`src/rtl/ovs4_rx_pkg.sv`:
```
`timescale 1ns/1ps
package ovs4_rx_pkg;

  // Receiver sequencing states
  typedef enum logic [1:0] {
    ST_WAIT_HIGH = 2'd0,  // line must be seen high before arming
    ST_HUNT      = 2'd1,  // armed, looking for a low sample
    ST_START     = 2'd2,  // counting to the middle of the start bit
    ST_SHIFT     = 2'd3   // sampling data, parity and stop bits
  } rx_state_e;

endpackage

```
`src/rtl/ovs4_sync.sv`:
```
`timescale 1ns/1ps
// Multi-stage flop chain with asynchronous clear to RST_VAL.
// Used both for the serial line and for the reset release.
module ovs4_sync #(
  parameter int   STAGES  = 2,
  parameter logic RST_VAL = 1'b1
) (
  input  logic clk,
  input  logic rst_n,
  input  logic d_i,
  output logic q_o
);

  logic [STAGES-1:0] chain_q;

  genvar g;
  generate
    for (g = 0; g < STAGES; g++) begin : g_stage
      if (g == 0) begin : g_first
        always_ff @(posedge clk or negedge rst_n) begin
          if (!rst_n) chain_q[0] <= RST_VAL;
          else        chain_q[0] <= d_i;
        end
      end else begin : g_rest
        always_ff @(posedge clk or negedge rst_n) begin
          if (!rst_n) chain_q[g] <= RST_VAL;
          else        chain_q[g] <= chain_q[g-1];
        end
      end
    end
  endgenerate

  assign q_o = chain_q[STAGES-1];

endmodule

```
`src/rtl/ovs4_rx_ctrl.sv`:
```
`timescale 1ns/1ps
// Bit timing and sequencing. Advances only on sample ticks.
module ovs4_rx_ctrl
  import ovs4_rx_pkg::*;
#(
  parameter int OVS       = 4,
  parameter int DATA_BITS = 8
) (
  input  logic clk,
  input  logic rst_n,
  input  logic tick_i,
  input  logic line_i,
  input  logic start_chk_off_i,
  output logic samp_o,   // data or parity bit sample
  output logic done_o    // stop bit sample
);

  localparam int PW       = (OVS > 2) ? $clog2(OVS) : 1;
  localparam int LAST_IDX = DATA_BITS + 1;           // stop bit index
  localparam int IW       = $clog2(LAST_IDX + 1);
  localparam logic [PW-1:0] HALF_M1 = PW'(OVS/2 - 1);
  localparam logic [PW-1:0] FULL_M1 = PW'(OVS - 1);
  localparam logic [IW-1:0] LAST_I  = IW'(LAST_IDX);

  rx_state_e     state_q, state_d;
  logic [PW-1:0] cnt_q, cnt_d;
  logic [IW-1:0] idx_q, idx_d;

  always_comb begin
    state_d = state_q;
    cnt_d   = cnt_q;
    idx_d   = idx_q;
    samp_o  = 1'b0;
    done_o  = 1'b0;
    if (tick_i) begin
      unique case (state_q)
        ST_WAIT_HIGH: begin
          if (line_i) state_d = ST_HUNT;
        end
        ST_HUNT: begin
          if (!line_i) begin
            state_d = ST_START;
            cnt_d   = '0;
          end
        end
        ST_START: begin
          if (cnt_q == HALF_M1) begin
            cnt_d = '0;
            idx_d = '0;
            if (!line_i || start_chk_off_i) state_d = ST_SHIFT;
            else                            state_d = ST_HUNT;
          end else begin
            cnt_d = cnt_q + 1'b1;
          end
        end
        ST_SHIFT: begin
          if (cnt_q == FULL_M1) begin
            cnt_d = '0;
            if (idx_q == LAST_I) begin
              done_o  = 1'b1;
              state_d = line_i ? ST_HUNT : ST_WAIT_HIGH;
            end else begin
              samp_o = 1'b1;
              idx_d  = idx_q + 1'b1;
            end
          end else begin
            cnt_d = cnt_q + 1'b1;
          end
        end
        default: state_d = ST_WAIT_HIGH;
      endcase
    end
  end

  always_ff @(posedge clk or negedge rst_n) begin
    if (!rst_n) begin
      state_q <= ST_WAIT_HIGH;
      cnt_q   <= '0;
      idx_q   <= '0;
    end else if (tick_i) begin
      state_q <= state_d;
      cnt_q   <= cnt_d;
      idx_q   <= idx_d;
    end
  end

endmodule

```
`src/rtl/ovs4_rx_frame.sv`:
```
`timescale 1ns/1ps
// Shift register, parity and stop evaluation, output holding registers.
module ovs4_rx_frame #(
  parameter int DATA_BITS = 8
) (
  input  logic                 clk,
  input  logic                 rst_n,
  input  logic                 samp_i,
  input  logic                 done_i,
  input  logic                 line_i,
  input  logic                 stop_chk_off_i,
  output logic [DATA_BITS-1:0] data_o,
  output logic                 valid_o,
  output logic                 parity_err_o,
  output logic                 frame_err_o
);

  // data bits in [DATA_BITS-1:0], parity in [DATA_BITS]
  logic [DATA_BITS:0]   sh_q, sh_d;
  logic [DATA_BITS-1:0] data_d;
  logic                 perr_d, ferr_d, valid_d;

  always_comb begin
    sh_d    = sh_q;
    data_d  = data_o;
    perr_d  = parity_err_o;
    ferr_d  = frame_err_o;
    valid_d = done_i;
    if (samp_i) sh_d = {line_i, sh_q[DATA_BITS:1]};
    if (done_i) begin
      data_d = sh_q[DATA_BITS-1:0];
      perr_d = ^sh_q;
      ferr_d = ~line_i & ~stop_chk_off_i;
    end
  end

  always_ff @(posedge clk or negedge rst_n) begin
    if (!rst_n) sh_q <= '0;
    else if (samp_i) sh_q <= sh_d;
  end

  always_ff @(posedge clk or negedge rst_n) begin
    if (!rst_n) begin
      data_o       <= '0;
      parity_err_o <= 1'b0;
      frame_err_o  <= 1'b0;
    end else if (done_i) begin
      data_o       <= data_d;
      parity_err_o <= perr_d;
      frame_err_o  <= ferr_d;
    end
  end

  always_ff @(posedge clk or negedge rst_n) begin
    if (!rst_n) valid_o <= 1'b0;
    else        valid_o <= valid_d;
  end

endmodule

```
`src/rtl/ovs4_uart_rx.sv`:
```
`timescale 1ns/1ps
module ovs4_uart_rx #(
  parameter int OVS         = 4,
  parameter int DATA_BITS   = 8,
  parameter int SYNC_STAGES = 2
) (
  input  logic                 clk,
  input  logic                 rst_n,
  input  logic                 tick_4x_i,
  input  logic                 rxd_i,
  input  logic                 start_chk_off_i,
  input  logic                 stop_chk_off_i,
  output logic [DATA_BITS-1:0] data_o,
  output logic                 valid_o,
  output logic                 parity_err_o,
  output logic                 frame_err_o
);

  logic rst_sn;
  logic line_s;
  logic samp;
  logic done;

  // reset: asserted asynchronously, released on the clock
  ovs4_sync #(.STAGES(2), .RST_VAL(1'b0)) u_rst_sync (
    .clk   (clk),
    .rst_n (rst_n),
    .d_i   (1'b1),
    .q_o   (rst_sn)
  );

  ovs4_sync #(.STAGES(SYNC_STAGES), .RST_VAL(1'b1)) u_line_sync (
    .clk   (clk),
    .rst_n (rst_sn),
    .d_i   (rxd_i),
    .q_o   (line_s)
  );

  ovs4_rx_ctrl #(.OVS(OVS), .DATA_BITS(DATA_BITS)) u_ctrl (
    .clk             (clk),
    .rst_n           (rst_sn),
    .tick_i          (tick_4x_i),
    .line_i          (line_s),
    .start_chk_off_i (start_chk_off_i),
    .samp_o          (samp),
    .done_o          (done)
  );

  ovs4_rx_frame #(.DATA_BITS(DATA_BITS)) u_frame (
    .clk            (clk),
    .rst_n          (rst_sn),
    .samp_i         (samp),
    .done_i         (done),
    .line_i         (line_s),
    .stop_chk_off_i (stop_chk_off_i),
    .data_o         (data_o),
    .valid_o        (valid_o),
    .parity_err_o   (parity_err_o),
    .frame_err_o    (frame_err_o)
  );

endmodule

```
`config.mk`:
```
export PLATFORM = sky130hd
export DESIGN_NAME = ovs4_uart_rx
export DESIGN_NICKNAME = d
export VERILOG_FILES = /design/src/rtl/ovs4_rx_pkg.sv /design/src/rtl/ovs4_sync.sv /design/src/rtl/ovs4_rx_ctrl.sv /design/src/rtl/ovs4_rx_frame.sv /design/src/rtl/ovs4_uart_rx.sv
export SDC_FILE = /design/constraint.sdc
export NUM_CORES = 1
export LEC_CHECK = 0
export BUFFER_PORTS_ARGS = -buffer_cell sky130_fd_sc_hd__buf_2
export CAP_MARGIN = 40
export CORE_ASPECT_RATIO = 1.75
export CORE_MARGIN = 4
export CORE_UTILIZATION = 40
export CTS_CLUSTER_SIZE = 30
export DETAILED_ROUTE_END_ITERATION = 7
export PLACE_DENSITY_LB_ADDON = 0.2
export SYNTH_ARGS = -nofsm -noshare
export SYNTH_HDL_FRONTEND = slang
export SYNTH_SLANG_ARGS = --single-unit
```
`constraint.sdc`:
```
create_clock -name clk -period 2.2 [get_ports clk]
set_input_delay 0.33 -clock clk [delete_from_list [all_inputs] [get_ports clk]]
set_output_delay 0.33 -clock clk [all_outputs]
set_load 0.02 [all_outputs]
```
==> key figures <==
Clocking
  • CTS Buf Count: 5
  • Post-CTS setup buffer count: 0
  • Root Buffer Master: clkbuf_8
  • Post_cts resized: 0
  • Clock Pin Slew Worst Setup and Hold Paths: 0.06 ns
  • Clk buf depth: 2
  • TritonCTS clock tree: yes
  • H-tree Lvls: 2
  • Clk sinks: 32
  • Clock Latency Late Sink: 0.28 ns

GRT
  • Largest net degree at the start of global routing: 31
  • Number of global-route vias before repair: 942
  • Total GRT Usage: 0.129
  • Gr ovfl total: 0
  • Initial antenna violation count: 0
  • First-pass GRT wire length: 4310 um

Power
  • Power Dens Cells: 1060 nW/um2
  • Leakage power: 0.825 nW
  • Worst vdd ir: 520 uV
  • Cell internal pwr: 1.20 mW
  • Psw: 577 uW
  • Logic gate share of total power: 0.294
  • Clock power frac: 0.236
  • Seq pwr share: 0.471
  • Sw frac: 0.324
  • Total power: 1.78 mW

Synthesis
  • Mux contribution to synthesized area: 0.166
  • Synth Net Count: 123
  • XOR/XNOR Fraction of Synth Area: 0.0518
  • Synth warn: 0
  • Synth async-reset ratio: 1.00
  • Cells after synthesis: 112
  • Simple-gate area share of the yosys netlist: 0.102
  • Adder-cell share of the synthesized area: 0.0432
  • Post-Syn Area: 1450 um2
  • Yosys reg bits: 32
  • Area contributors post-synth: dfrtp_1 (52%), mux2_2 (16%), ha_1 (4.3%)
  • Main combinational cell family by area after synthesis: multiplexers
  • Main flop type after synthesis: dfrtp_1
  • Number of flops mapped to enable cells by yosys: 0
  • Register area share after synthesis: 0.554
  • Synth area leader: dfrtp_1
  • Synth unique cells: 29
  • Compound-Gate Fraction of Synth Area: 0.0587
  • Post-synth top area share: 0.518
  • Syn_area_per_cell: 12.9 um2

Final layout
  • Net count, final: 146
  • Fill count: 347
  • N_diodes: 0
  • Commonest non-fill, non-tap cells in the layout: dfrtp_1 (30), mux2_2 (20), buf_2 (16), nand2_1 (9)
  • Share of post-route cells with drive strength above 1: 0.368
  • Commonest non-fill, non-tap cell in the layout: dfrtp_1
  • P&R area growth vs syn: 15.6%

STA
  • RSZ-0062 raised after global routing: no
  • Fmax: 567 MHz
  • Final hold vios: 0
  • Final setup fails: 0
  • Final Critical Period: 1.76 ns
  • Slew Limit Fails: 0
  • Hold WS: 0.150 ns
  • Setup ws final: 0.436 ns
  • Clock Skews: 0.00705 ns
  • Final setup TNS: 0 ns
  • Final worst-path cycle share: 0.802

Detailed routing
  • Via density: 4.98
  • Starting DRT DRC Count: 9
  • 1st-pass router iterations: 4
  • Antenna-violating nets left: 0
  • Routed WL: 2470 um
  • Vias: 902
  • WL/cell: 13.7 um
  • DR DRC count: 0

Floorplanning
  • Cell row count: 28
  • Ports: 17
  • Die W: 53.5 um
  • Core area: 3430 um2
  • Die Ht: 87.6 um
  • Initial Util: 0.422
  • Die Area: 4690 um2

Worst setup path
  • CP Data Required Time: 2.36 ns
  • Startpoint types: flop
  • CP endpoint kind: flop
  • Kind of critical path: reg -> reg
  • CP Data Arrival Time: 1.93 ns
  • Reg2Reg Depth: 6
  • Top fanout value on the critical path: 10

Placed design
  • Final GP Congestion: 0.790
  • Number of port buffers: 16
  • Placement Setup Slack: 0.435 ns
  • Hpwl dp: 1800 um

Outcome
  • Status: completed

Hold path
  • Hold depth: 1
  • Worst hold-check path type: in -> reg

Job
  • Maxcap violations: 0
sequential cells by signal, summed over array words and instances (netlist names):
signal and cells:
u_frame.sh_q 9, u_frame.data_o 8, u_ctrl.idx_q 4, u_ctrl.cnt_q 2, u_ctrl.state_q 2, u_frame.frame_err_o 1, u_frame.parity_err_o 1, u_frame.valid_o 1
u_line_sync.chain_q 1, u_line_sync.q_o 1, u_rst_sync.chain_q 1, u_rst_sync.q_o 1
metrics by stage:
stage	std cells	utilization	instance area, um2
finish	181	0.488	1680
global placement	172	0.461	1580
global route	181	0.488	1680
detailed placement	172	0.461	1580
floorplan	112	-	1450
CTS	181	0.488	1680
Yosys cell counts, types with 2 or more instances:
cell type,count
inv_1,4
mux2_2,20
nor2b_1,3
o31ai_1,3
dfstp_2,2
nor3b_1,2
a21oi_1,4
o21ai_0,5
dfrtp_1,30
nand3_1,3
nand2_1,9
nand2b_1,2
xnor2_1,5
ha_1,5
critical path, stage by stage (launching register included):
cell and delay [ns]:
dfrtp_1 0.40, inv_1 0.06, ha_1 0.17, nand3b_1 0.14, nand3_1 0.20, nor2_4 0.30
mux2_2 0.38
cells by family (layout without fill, tap and decap cells):
kind of cell    after synthesis  after routing
flops                        32             32
simple gates                 25             25
mux                          21             21
compound gates               14             14
xor+xnor                      7              7
buf+inv                       7             31
fa+ha+maj                     5              5
other cells                   1              1
final timing paths:
| path | from | slack, ns | to |
|---|---|---|---|
| max | u_ctrl.idx_q[1] | 0.44 | u_frame.sh_q[0] |
| min | rxd_i | 0.15 | u_line_sync.chain_q[0] |
| max reg2reg | u_ctrl.idx_q[1] | 0.44 | u_frame.sh_q[0] |
| min reg2reg | u_rst_sync.q_o | 0.26 | u_ctrl.cnt_q[1] |
| max in group asynchronous | u_rst_sync.q_o | 1.63 | u_line_sync.chain_q[0] |
| min in group asynchronous | u_rst_sync.q_o | 0.26 | u_ctrl.cnt_q[1] |
power by group through the flow:
stage                     combinational (mW)  clock (mW)  sequential (mW)
after floorplan                        0.420           0            0.833
after global placement                 0.509           0            0.844
after detailed placement               0.527           0            0.851
after CTS                              0.533       0.440            0.840
after global routing                   0.594       0.462            0.864
final                                  0.523       0.420            0.838
routing by layer:
layer | GRT usage | vias up | wire length [um]
met5 | 0 | - | 0
met4 | 0.0930 | 0 | 97
met3 | 0.0307 | 9 | 70
met2 | 0.216 | 15 | 1320
met1 | 0.136 | 446 | 981
li1 | - | 432 | -
layout make-up:
class                           instances  area [um2]  share of cell area
Clock buffer                            7        76.3              0.0456
Timing Repair Buffer                   19         105              0.0627
Inverter                                4        15.0             0.00896
Clock inverter                          1        5.00             0.00299
Tap cell                               45        56.3              0.0336
Multi-Input combinational cell         73         614               0.367
Sequential cell                        32         803               0.479
timing repair:
| action | in CTS | in global routing |
|---|---|---|
| hold endpoints to repair | 2 | 0 |
| endpoints found under the setup margin | 0 | 0 |
| hold buffers | 1 | 0 |
Note: power is estimated with default switching activity, not from simulation.
